[src/rtl/rcpar_pkg.sv]
package rcpar_pkg;

  typedef enum logic {
    MODE_ENCODE = 1'b0,
    MODE_CHECK  = 1'b1
  } rcpar_mode_e;

  typedef struct packed {
    logic fixed_data;
    logic fixed_chk;
    logic uncorr;
  } rcpar_flags_t;

endpackage

[src/rtl/rcpar_parity_gen.sv]
module rcpar_parity_gen #(
  parameter int N = 8
) (
  input  logic [N*N-1:0] data,
  output logic [N-1:0]   row_par,
  output logic [N-1:0]   col_par
);

  genvar r, c;
  generate
    for (r = 0; r < N; r++) begin : g_row
      assign row_par[r] = ^data[r*N +: N];
    end
    for (c = 0; c < N; c++) begin : g_col
      logic [N-1:0] column_bits;
      for (r = 0; r < N; r++) begin : g_pick
        assign column_bits[r] = data[r*N + c];
      end
      assign col_par[c] = ^column_bits;
    end
  endgenerate

endmodule

[src/rtl/rcpar_classify.sv]
module rcpar_classify
  import rcpar_pkg::*;
#(
  parameter int N = 8
) (
  input  rcpar_mode_e    mode,
  input  logic [N-1:0]   row_syn,
  input  logic [N-1:0]   col_syn,
  output rcpar_flags_t   flags,
  output logic           take_calc,
  output logic [N*N-1:0] flip_mask
);

  function automatic logic is_single(input logic [N-1:0] v);
    return (v != '0) && ((v & (v - 1'b1)) == '0);
  endfunction

  logic row_one, col_one, row_none, col_none, pair_hit;

  always_comb begin
    row_one   = is_single(row_syn);
    col_one   = is_single(col_syn);
    row_none  = (row_syn == '0);
    col_none  = (col_syn == '0);
    flags     = '0;
    pair_hit  = 1'b0;
    take_calc = (mode == MODE_ENCODE);
    if (mode == MODE_CHECK) begin
      if (row_none && col_none) begin
        flags = '0;
      end else if (row_one && col_one) begin
        pair_hit         = 1'b1;
        flags.fixed_data = 1'b1;
      end else if ((row_one && col_none) || (row_none && col_one)) begin
        flags.fixed_chk = 1'b1;
        take_calc       = 1'b1;
      end else begin
        flags.uncorr = 1'b1;
      end
    end
  end

  genvar r, c;
  generate
    for (r = 0; r < N; r++) begin : g_r
      for (c = 0; c < N; c++) begin : g_c
        assign flip_mask[r*N + c] = pair_hit & row_syn[r] & col_syn[c];
      end
    end
  endgenerate

endmodule

[src/rtl/rcpar_out_stage.sv]
module rcpar_out_stage
  import rcpar_pkg::*;
#(
  parameter int N = 8
) (
  input  logic           clk,
  input  logic           rst,
  input  logic           in_valid,
  output logic           in_ready,
  input  logic [N*N-1:0] d_data,
  input  logic [N-1:0]   d_row,
  input  logic [N-1:0]   d_col,
  input  rcpar_flags_t   d_flags,
  output logic           out_valid,
  input  logic           out_ready,
  output logic [N*N-1:0] q_data,
  output logic [N-1:0]   q_row,
  output logic [N-1:0]   q_col,
  output rcpar_flags_t   q_flags
);

  logic valid_q;
  logic take;

  assign in_ready  = !valid_q || out_ready;
  assign take      = in_valid && in_ready;
  assign out_valid = valid_q;

  always_ff @(posedge clk) begin
    if (rst) begin
      valid_q <= 1'b0;
    end else if (take) begin
      valid_q <= 1'b1;
    end else if (out_ready) begin
      valid_q <= 1'b0;
    end
  end

  always_ff @(posedge clk) begin
    if (rst) begin
      q_flags <= '0;
    end else if (take) begin
      q_flags <= d_flags;
    end
  end

  always_ff @(posedge clk) begin
    if (take) begin
      q_data <= d_data;
      q_row  <= d_row;
      q_col  <= d_col;
    end
  end

  AST_ACCEPT_TO_VALID: assert property (@(posedge clk) disable iff (rst)
    in_valid && in_ready |=> out_valid);

  AST_HOLD_STABLE: assert property (@(posedge clk) disable iff (rst)
    out_valid && !out_ready |=> out_valid && $stable(q_data) && $stable(q_row)
                                && $stable(q_col) && $stable(q_flags));

endmodule

[src/rtl/rcpar_corrector.sv]
module rcpar_corrector
  import rcpar_pkg::*;
#(
  parameter int N = 8
) (
  input  logic           clk,
  input  logic           rst,
  input  logic           in_valid,
  output logic           in_ready,
  input  logic           in_mode,
  input  logic [N*N-1:0] in_data,
  input  logic [N-1:0]   in_row_chk,
  input  logic [N-1:0]   in_col_chk,
  output logic           out_valid,
  input  logic           out_ready,
  output logic [N*N-1:0] out_data,
  output logic [N-1:0]   out_row_chk,
  output logic [N-1:0]   out_col_chk,
  output logic           out_fixed_data,
  output logic           out_fixed_chk,
  output logic           out_uncorr
);

  localparam int NBITS = N * N;

  rcpar_mode_e      mode;
  logic [N-1:0]     row_calc, col_calc, row_syn, col_syn;
  logic [N-1:0]     nxt_row, nxt_col;
  logic [NBITS-1:0] flip_mask, nxt_data;
  logic             take_calc;
  rcpar_flags_t     nxt_flags, q_flags;

  assign mode = rcpar_mode_e'(in_mode);

  rcpar_parity_gen #(.N(N)) u_par (
    .data    (in_data),
    .row_par (row_calc),
    .col_par (col_calc)
  );

  assign row_syn = row_calc ^ in_row_chk;
  assign col_syn = col_calc ^ in_col_chk;

  rcpar_classify #(.N(N)) u_cls (
    .mode      (mode),
    .row_syn   (row_syn),
    .col_syn   (col_syn),
    .flags     (nxt_flags),
    .take_calc (take_calc),
    .flip_mask (flip_mask)
  );

  assign nxt_data = in_data ^ flip_mask;
  assign nxt_row  = take_calc ? row_calc : in_row_chk;
  assign nxt_col  = take_calc ? col_calc : in_col_chk;

  rcpar_out_stage #(.N(N)) u_out (
    .clk       (clk),
    .rst       (rst),
    .in_valid  (in_valid),
    .in_ready  (in_ready),
    .d_data    (nxt_data),
    .d_row     (nxt_row),
    .d_col     (nxt_col),
    .d_flags   (nxt_flags),
    .out_valid (out_valid),
    .out_ready (out_ready),
    .q_data    (out_data),
    .q_row     (out_row_chk),
    .q_col     (out_col_chk),
    .q_flags   (q_flags)
  );

  assign out_fixed_data = q_flags.fixed_data;
  assign out_fixed_chk  = q_flags.fixed_chk;
  assign out_uncorr     = q_flags.uncorr;

  AST_FLIP_SINGLE: assert property (@(posedge clk) disable iff (rst)
    in_valid && nxt_flags.fixed_data |-> $countones(flip_mask) == 1);

  AST_NO_STRAY_FLIP: assert property (@(posedge clk) disable iff (rst)
    in_valid && !nxt_flags.fixed_data |-> flip_mask == '0);

  AST_ENCODE_QUIET: assert property (@(posedge clk) disable iff (rst)
    in_valid && mode == MODE_ENCODE |-> nxt_flags == '0 && nxt_data == in_data);

  AST_FLAGS_EXCL: assert property (@(posedge clk) disable iff (rst)
    out_valid |-> $onehot0({out_fixed_data, out_fixed_chk, out_uncorr}));

endmodule

[config.mk]
export PLATFORM = sky130hd
export DESIGN_NAME = rcpar_corrector
export DESIGN_NICKNAME = d
export VERILOG_FILES = /design/src/rtl/rcpar_pkg.sv /design/src/rtl/rcpar_parity_gen.sv /design/src/rtl/rcpar_classify.sv /design/src/rtl/rcpar_out_stage.sv /design/src/rtl/rcpar_corrector.sv
export SDC_FILE = /design/constraint.sdc
export NUM_CORES = 1
export LEC_CHECK = 0
export ABC_AREA = 1
export BUFFER_PORTS_ARGS = -buffer_cell sky130_fd_sc_hd__buf_4
export CORE_MARGIN = 5
export CORE_UTILIZATION = 50
export CTS_CLUSTER_DIAMETER = 200
export CTS_CLUSTER_SIZE = 24
export DETAILED_ROUTE_END_ITERATION = 10
export GPL_TIMING_DRIVEN = 0
export PLACE_DENSITY = 0.83
export SLEW_MARGIN = 15
export SYNTH_ARGS = -nofsm -noshare
export SYNTH_HDL_FRONTEND = slang
export SYNTH_SLANG_ARGS = --single-unit
[constraint.sdc]
create_clock -name clk -period 4.18 [get_ports clk]
set_input_delay 0.836 -clock clk [delete_from_list [all_inputs] [get_ports clk]]
set_output_delay 0.836 -clock clk [all_outputs]
set_load 0.02 [all_outputs]
==> run summary, run 1 <==
Setup violations, final = 0
number of global-route vias before repair = 7385
Net count, final = 1404
startpoint types = primary input
crit end category = flip-flop
RSZ-0062 raised after global routing = no
Max Cap Viol = 0
initial antenna violation count = 0
WHS Path Cells = 2
drt first pass iters = 5
register area share after synthesis = 33.68%
CTS sink count = 84
CP Depth = 18
peak supply drop = 0.0001937 V
leak pwr = 4.774 nW
critical path required time = 4.24 ns
Relative slew margins = 49.75%
CTS Hold Buffers Added = 0
post-route ant nets = 0
Slew Viols, Final = 0
Top delay family on crit path = simple AND/OR/NAND/NOR gates
Clock Tree Root = clkbuf_16
Synth Cell Area = 0.007370 mm2
first-pass GRT wire length = 37260 um
Worst Max-Slew Pin Slew = 0.7538 ns
share of cells above drive strength 1 = 17.60%
initial core utilization = 50.90%
Die Height = 131.4 um
syn avg cell area = 6.293 um2
Cell Chain, Critical Path = buf_4 -> inv_1 -> nand2_1 -> nand2_1 -> inv_2 -> nand2_1 -> nand2_1 -> nand2_1 -> nand2_1 -> nand2_1 -> nand2_2 -> nor2_4 -> nand3_1 -> nor2_1 -> nand3_1 -> nand3_1 -> clkbuf_1 -> o21ai_0
core area = 0.01448 mm2
status = finished clean
Yosys top cell area share = 32.60%
DR iter-0 viols = 870
fin crit period = 3.583 ns
Post-Syn Instances = 1171
Reg-to-Reg Start = u_out.out_valid
PD cells = 316.3 mW/mm2
Syn. warnings = 0
crit-path max FO = 10
worst hold path type = flip-flop to flip-flop
setup bufs post-CTS = 0
dpl hpwl = 18350 um
Period Utilization, post-route = 85.71%
DRC viols = 0
Final Hold Vio Count = 0
Clock Skew = 0.007230 ns
worst r2r dst = u_out.q_data[21]
H-tree depth = 3
hold wc startpoint = u_out.q_flags[2]
fmax = 279.1 MHz
Max clock buf depth = 2
final hold slack = 0.4674 ns
CTS buffer count = 9
Die Area = 0.01727 mm2
Distinct cells, synth = 29
WP buf/inv = 4
Std-Cell Rows = 44
Layout area overhead = 21.51%
worst skew pair latency = 0.35 ns
# IOs = 170
Worst EP arrival = 3.64 ns
Finished Layout Cells = 1509
R2R Setup Slk = 2.51 ns
main area contributors after synthesis = edfxtp_1 (33%), nand2_1 (31%), nand3_1 (6.5%)
Post-Syn Nets = 1256
CP Class = primary input to flip-flop
Hold EP = u_out.q_flags[2]
clock slew at reported path FFs = 0.06 ns
synthesized flop and latch total = 84
CTS tree = yes
GR Util All Layers = 26.67%
placed cells = 1492
setup TNS = 0 ns
Chip Width = 131.4 um
Crit path top cell by count = nand2_1
final WL = 23860 um
DR WL/cell = 15.81 um
total gr overflow = 0
Post-CTS Resized = 0
cell taking the most area after synthesis = edfxtp_1
Port Buffers = 136
routability cong. = 0.9813
largest net degree at the start of global routing = 46
R2R depth = 4
vias post-DR = 8066
vias per inst = 5.345
slowest cell delay on critical path = 0.54 ns
Slowest cell on crit path = clkbuf_1
==> worst max-delay path by stage <==
stage | start | end | slack (ns)
global route | in_data[27] | u_out.q_col[4] | 0.34
global placement | out_ready | u_out.q_data[25] | 0.36
finish | in_data[32] | u_out.q_col[4] | 0.60
detailed placement | in_data[40] | u_out.q_col[4] | 0.36
floorplan | out_ready | u_out.q_col[0] | 0.94
CTS | in_data[40] | u_out.q_col[4] | 0.69
==> through the flow <==
stage	util [%]	instance area (um2)	setup slack (ns)	total power, mW
CTS	61.83	8952	0.6850	2.819
floorplan	-	7370	0.9433	1.635
global placement	59.54	8621	0.3607	1.949
finish	61.85	8955	0.5974	2.832
global route	61.83	8952	0.3447	2.973
detailed placement	59.70	8643	0.3645	1.971
==> cell families (layout without fill, tap and decap cells) <==
kind of cell	after synthesis	in the layout	share of synthesized area (%)
other cells	0	1	0
xor+xnor	50	50	6.044
simple gates	835	835	47.23
buf+inv	180	333	11.51
compound gates	22	22	1.528
flops	84	84	33.68
==> layer usage <==
layer | part of all wire (%) | global-route usage, %
met5 | 0 | 0
met4 | 3.2 | 9.314
met3 | 9.4 | 6.269
met2 | 47 | 43.51
met1 | 41 | 34.82
==> power by group <==
part | leakage, nW | internal [mW] | switching, mW
registers | 0.811 | 0.989 | 0.0157
clock network | 0.147 | 0.521 | 0.337
logic | 3.82 | 0.292 | 0.677
==> final cells by class <==
class | instances | area [um2]
flip-flops and latches | 84 | 2482
well taps | 184 | 230.2
clock buffers | 11 | 232.7
inverters | 114 | 430.4
plain buffers | 66 | 420.4
fillers | 1350 | 5524
multi-input cells | 907 | 4039
diodes | 1 | 2.502
repair buffers | 137 | 1041
clock inverters | 5 | 76.32
==> synth_stat cells (all sizes together) <==
| cell type | instances |
|---|---|
| buf | 40 |
| nand3 | 96 |
| dfxtp | 4 |
| clkinv | 2 |
| nand2 | 627 |
| xor2 | 24 |
| xnor2 | 26 |
| o21bai | 1 |
| clkbuf | 26 |
| nand3b | 1 |
| or2 | 2 |
| a21oi | 3 |
| nand4 | 65 |
| o21ai | 18 |
| edfxtp | 80 |
| inv | 112 |
| nor2 | 44 |
==> placed cells by master (no fill, tap or decap), types with 2 or more instances in the layout <==
master and n:
a21oi_1 3, nand4_1 65, xor2_1 24, dfxtp_1 4
buf_8 6, buf_2 24, nor2_4 2, nand2_2 15
buf_4 139, edfxtp_1 80, clkbuf_16 9, nand2_1 612
buf_6 6, xnor2_1 25, inv_2 9, o21ai_0 17
inv_1 102, bufinv_16 2, nor2_1 41, nand3_1 96
clkinv_1 3, clkbuf_1 13, clkbuf_2 15
==> registers in the layout, indices dropped and copies added (netlist names) <==
signal	cells
u_out.q_data	64
u_out.out_valid	1
u_out.q_row	8
u_out.q_col	8
u_out.q_flags	3
==> worst register-to-register path, stage by stage, from the launching register on <==
cell	delay, ns
dfxtp_1	0.31
nand2_1	0.10
nand2_1	0.17
inv_4	0.42
buf_12	0.30
Note: power is estimated with default switching activity, not from simulation.
==> inputs of run 2 (changes only) <==
--- a/config.mk
+++ b/config.mk
@@ -8,12 +8,12 @@
 export ABC_AREA = 1
 export BUFFER_PORTS_ARGS = -buffer_cell sky130_fd_sc_hd__buf_4
 export CORE_MARGIN = 5
-export CORE_UTILIZATION = 50
+export CORE_UTILIZATION = 45
 export CTS_CLUSTER_DIAMETER = 200
 export CTS_CLUSTER_SIZE = 24
 export DETAILED_ROUTE_END_ITERATION = 10
-export GPL_TIMING_DRIVEN = 0
-export PLACE_DENSITY = 0.83
+export GPL_TIMING_DRIVEN = 1
+export PLACE_DENSITY = 0.77
 export SLEW_MARGIN = 15
 export SYNTH_ARGS = -nofsm -noshare
 export SYNTH_HDL_FRONTEND = slang
==> constraint.sdc (replaced) <==
create_clock -name clk -period 3.4 [get_ports clk]
set_input_delay 0.68 -clock clk [delete_from_list [all_inputs] [get_ports clk]]
set_output_delay 0.68 -clock clk [all_outputs]
set_load 0.02 [all_outputs]
==> run 2 against run 1 <==
- critical path depth is 1 higher
- utilization decreased by 5.7 points
- clock power grew 4.5%
- combinational power grew 24%
- sequential cell count unchanged
- via count decreased by 5.2%
- global-route usage down 4.1 points
- sequential share of layout area decreased by 0.077 points
- critical path type unchanged
- critical endpoint is now u_out.q_col[3]
- largest power group unchanged
==> run summary, run 2 (same netlist as run 1, synthesis figures left out) <==
share of cells above drive strength 1 = 17.88% (+0.29 points)
DR WL/cell = 13.85 um (-12%)
core area = 0.01600 mm2 (+11%)
Chip Width = 138.0 um (+5.0%)
Inserted Diodes = 0 (-1)
Net count, final = 1394 (-0.71%)
setup TNS = 0 ns (unchanged)
Final Hold Vio Count = 0 (unchanged)
RSZ-0062 raised after global routing = no
peak supply drop = 0.0002867 V (+48%)
worst r2r dst = u_out.q_col[0]
leak pwr = 4.763 nW (-0.25%)
sequential cell area = 0.002482 mm2 (unchanged)
setup ws final = 0.3753 ns (-0.2221 ns)
CP Class = primary input to flip-flop
clock slew at reported path FFs = 0.06 ns (about the same)
PD cells = 371.3 mW/mm2 (+17%)
placed cells = 1514 (+1.5%)
Top Registers = u_out.q_data (64), u_out.q_col (8), u_out.q_row (8)
Relative slew margins = 59.12% (+9.4 points)
R2R Setup Slk = 1.57 ns (-0.94 ns)
Worst EP arrival = 3.12 ns (-0.52 ns)
status = finished clean
DP Area = 0.008718 mm2 (+0.87%)
initial core utilization = 46.06% (-4.8 points)
most frequent cells in the layout = nand2_1 (612), buf_4 (189), inv_1 (102)
vias post-DR = 7645 (-5.2%)
WHS Path Cells = 2 (unchanged)
# IOs = 170 (unchanged)
total gr overflow = 0 (unchanged)
fmax = 330.6 MHz
setup bufs post-CTS = 0 (unchanged)
Worst Max-Slew Pin Slew = 0.6123 ns (-0.1415 ns)
Period Utilization, post-route = 88.96%
CTS Hold Buffers Added = 0 (unchanged)
Finished Layout Cells = 1530 (+1.4%)
CTS sink count = 84 (unchanged)
crit end category = flip-flop
area of the multi-input gates = 0.004039 mm2 (unchanged)
Post-CTS Resized = 0 (unchanged)
DRC viols = 0 (unchanged)
Port Buffers = 169 (+24%)
post-route ant nets = 0 (unchanged)
met2 wire length = 10290 um (-7.7%)
DR WL met3 = 1545 um (-31%)
highest metal used = met4
startpoint types = primary input
routability cong. = 0.9252 (-5.7%)
Largest register FFs = 64 (unchanged)
most common cell after layout, fill and taps aside = nand2_1
critical path required time = 3.49 ns (-0.75 ns)
Layout area overhead = 21.85%
dpl hpwl = 16470 um (-10%)
CTS buffer count = 9 (unchanged)
M1 wire length = 9033 um (-6.8%)
fillcell total = 1574 (+17%)
hold wc startpoint = u_out.q_flags[1]
worst hold path type = flip-flop to flip-flop
Final Instance Area = 0.008980 mm2 (+0.28%)
first-pass GRT wire length = 33240 um (-11%)
GR Util All Layers = 22.59% (-4.1 points)
Setup violations, final = 0 (unchanged)
fin crit period = 3.025 ns
Biggest register = u_out.q_data
Place WS = 0.1421 ns (-0.2224 ns)
Reg-to-Reg Start = u_out.out_valid
R2R depth = 4 (unchanged)
CTS tree = yes
crit-path max FO = 9 (-1)
DR iter-0 viols = 543 (-38%)
initial antenna violation count = 0 (unchanged)
drt first pass iters = 6 (+1)
largest net degree at the start of global routing = 66 (+43%)
Die Area = 0.01904 mm2 (+10%)
Std-Cell Rows = 46 (+4.5%)
Slew Viols, Final = 0 (unchanged)
vias per inst = 4.997 (-6.5%)
Die Height = 138.0 um (+5.0%)
H-tree depth = 3 (unchanged)
final WL = 21180 um (-11%)
Hold EP = u_out.q_flags[1]
Max Cap Viol = 0 (unchanged)
number of global-route vias before repair = 6870 (-7.0%)
Clock Skew = 0.005419 ns (-0.001811 ns)
worst skew pair latency = 0.36 ns (about the same)
Max clock buf depth = 2 (unchanged)
Clock Tree Root = clkbuf_16
## run 2: how the worst max path moves through the flow
stage          cells after the start               end         from
2_1_floorplan                      4    u_out.q_col[0]    out_ready
3_3_place_gp                      22  u_out.q_data[38]  in_data[43]
3_5_place_dp                      19    u_out.q_col[3]  in_data[43]
4_1_cts                           19    u_out.q_col[3]  in_data[43]
5_1_grt                           22  u_out.q_data[61]  in_data[35]
6_report                          19    u_out.q_col[3]  in_data[43]
## run 2: cell type report
type,count,area share [%]
clock buffers,11,2.592
clock inverters,5,0.3205
inverters,114,4.765
multi-input cells,907,44.98
flip-flops and latches,84,27.64
well taps,216,3.010
repair buffers,193,16.69
## run 2: power breakdown
group          switching (mW)  leakage [nW]  internal [mW]
Sequential             0.0206         0.811           1.22
Combinational           0.794          3.83          0.406
Clock                   0.408         0.123          0.490
## run 2: per-stage QoR
stage | util [%] | total power, mW | hold slack, ns
floorplan | - | 2.010 | 0.5365
global placement | 54.49 | 2.428 | 0.4494
detailed placement | 54.49 | 2.445 | 0.4621
CTS | 56.12 | 3.352 | 0.4734
global route | 56.12 | 3.543 | 0.4954
finish | 56.12 | 3.334 | 0.4748
## run 2: worst max-delay path, stage by stage
cell and delay, ns:
buf_4 0.13, inv_1 0.10, nand2_1 0.06, nand2_1 0.12, inv_1 0.07, nand2_1 0.06
nand2_1 0.09, nand2_1 0.10, nand2_1 0.07, nand2_1 0.07, nand2_2 0.12, nor2_1 0.16
nand3_1 0.10, nor2_1 0.20, nor2_1 0.07, nand3_1 0.14, nand3_1 0.15, buf_4 0.21
o21ai_0 0.42
## run 2: routing by layer
metal  global-route usage (%)  vias to the layer above
met5                        0                        -
met4                    6.257                        0
met2                    38.61                      230
met1                    29.09                     3427
met3                    4.572                       23
li1                         -                     3965
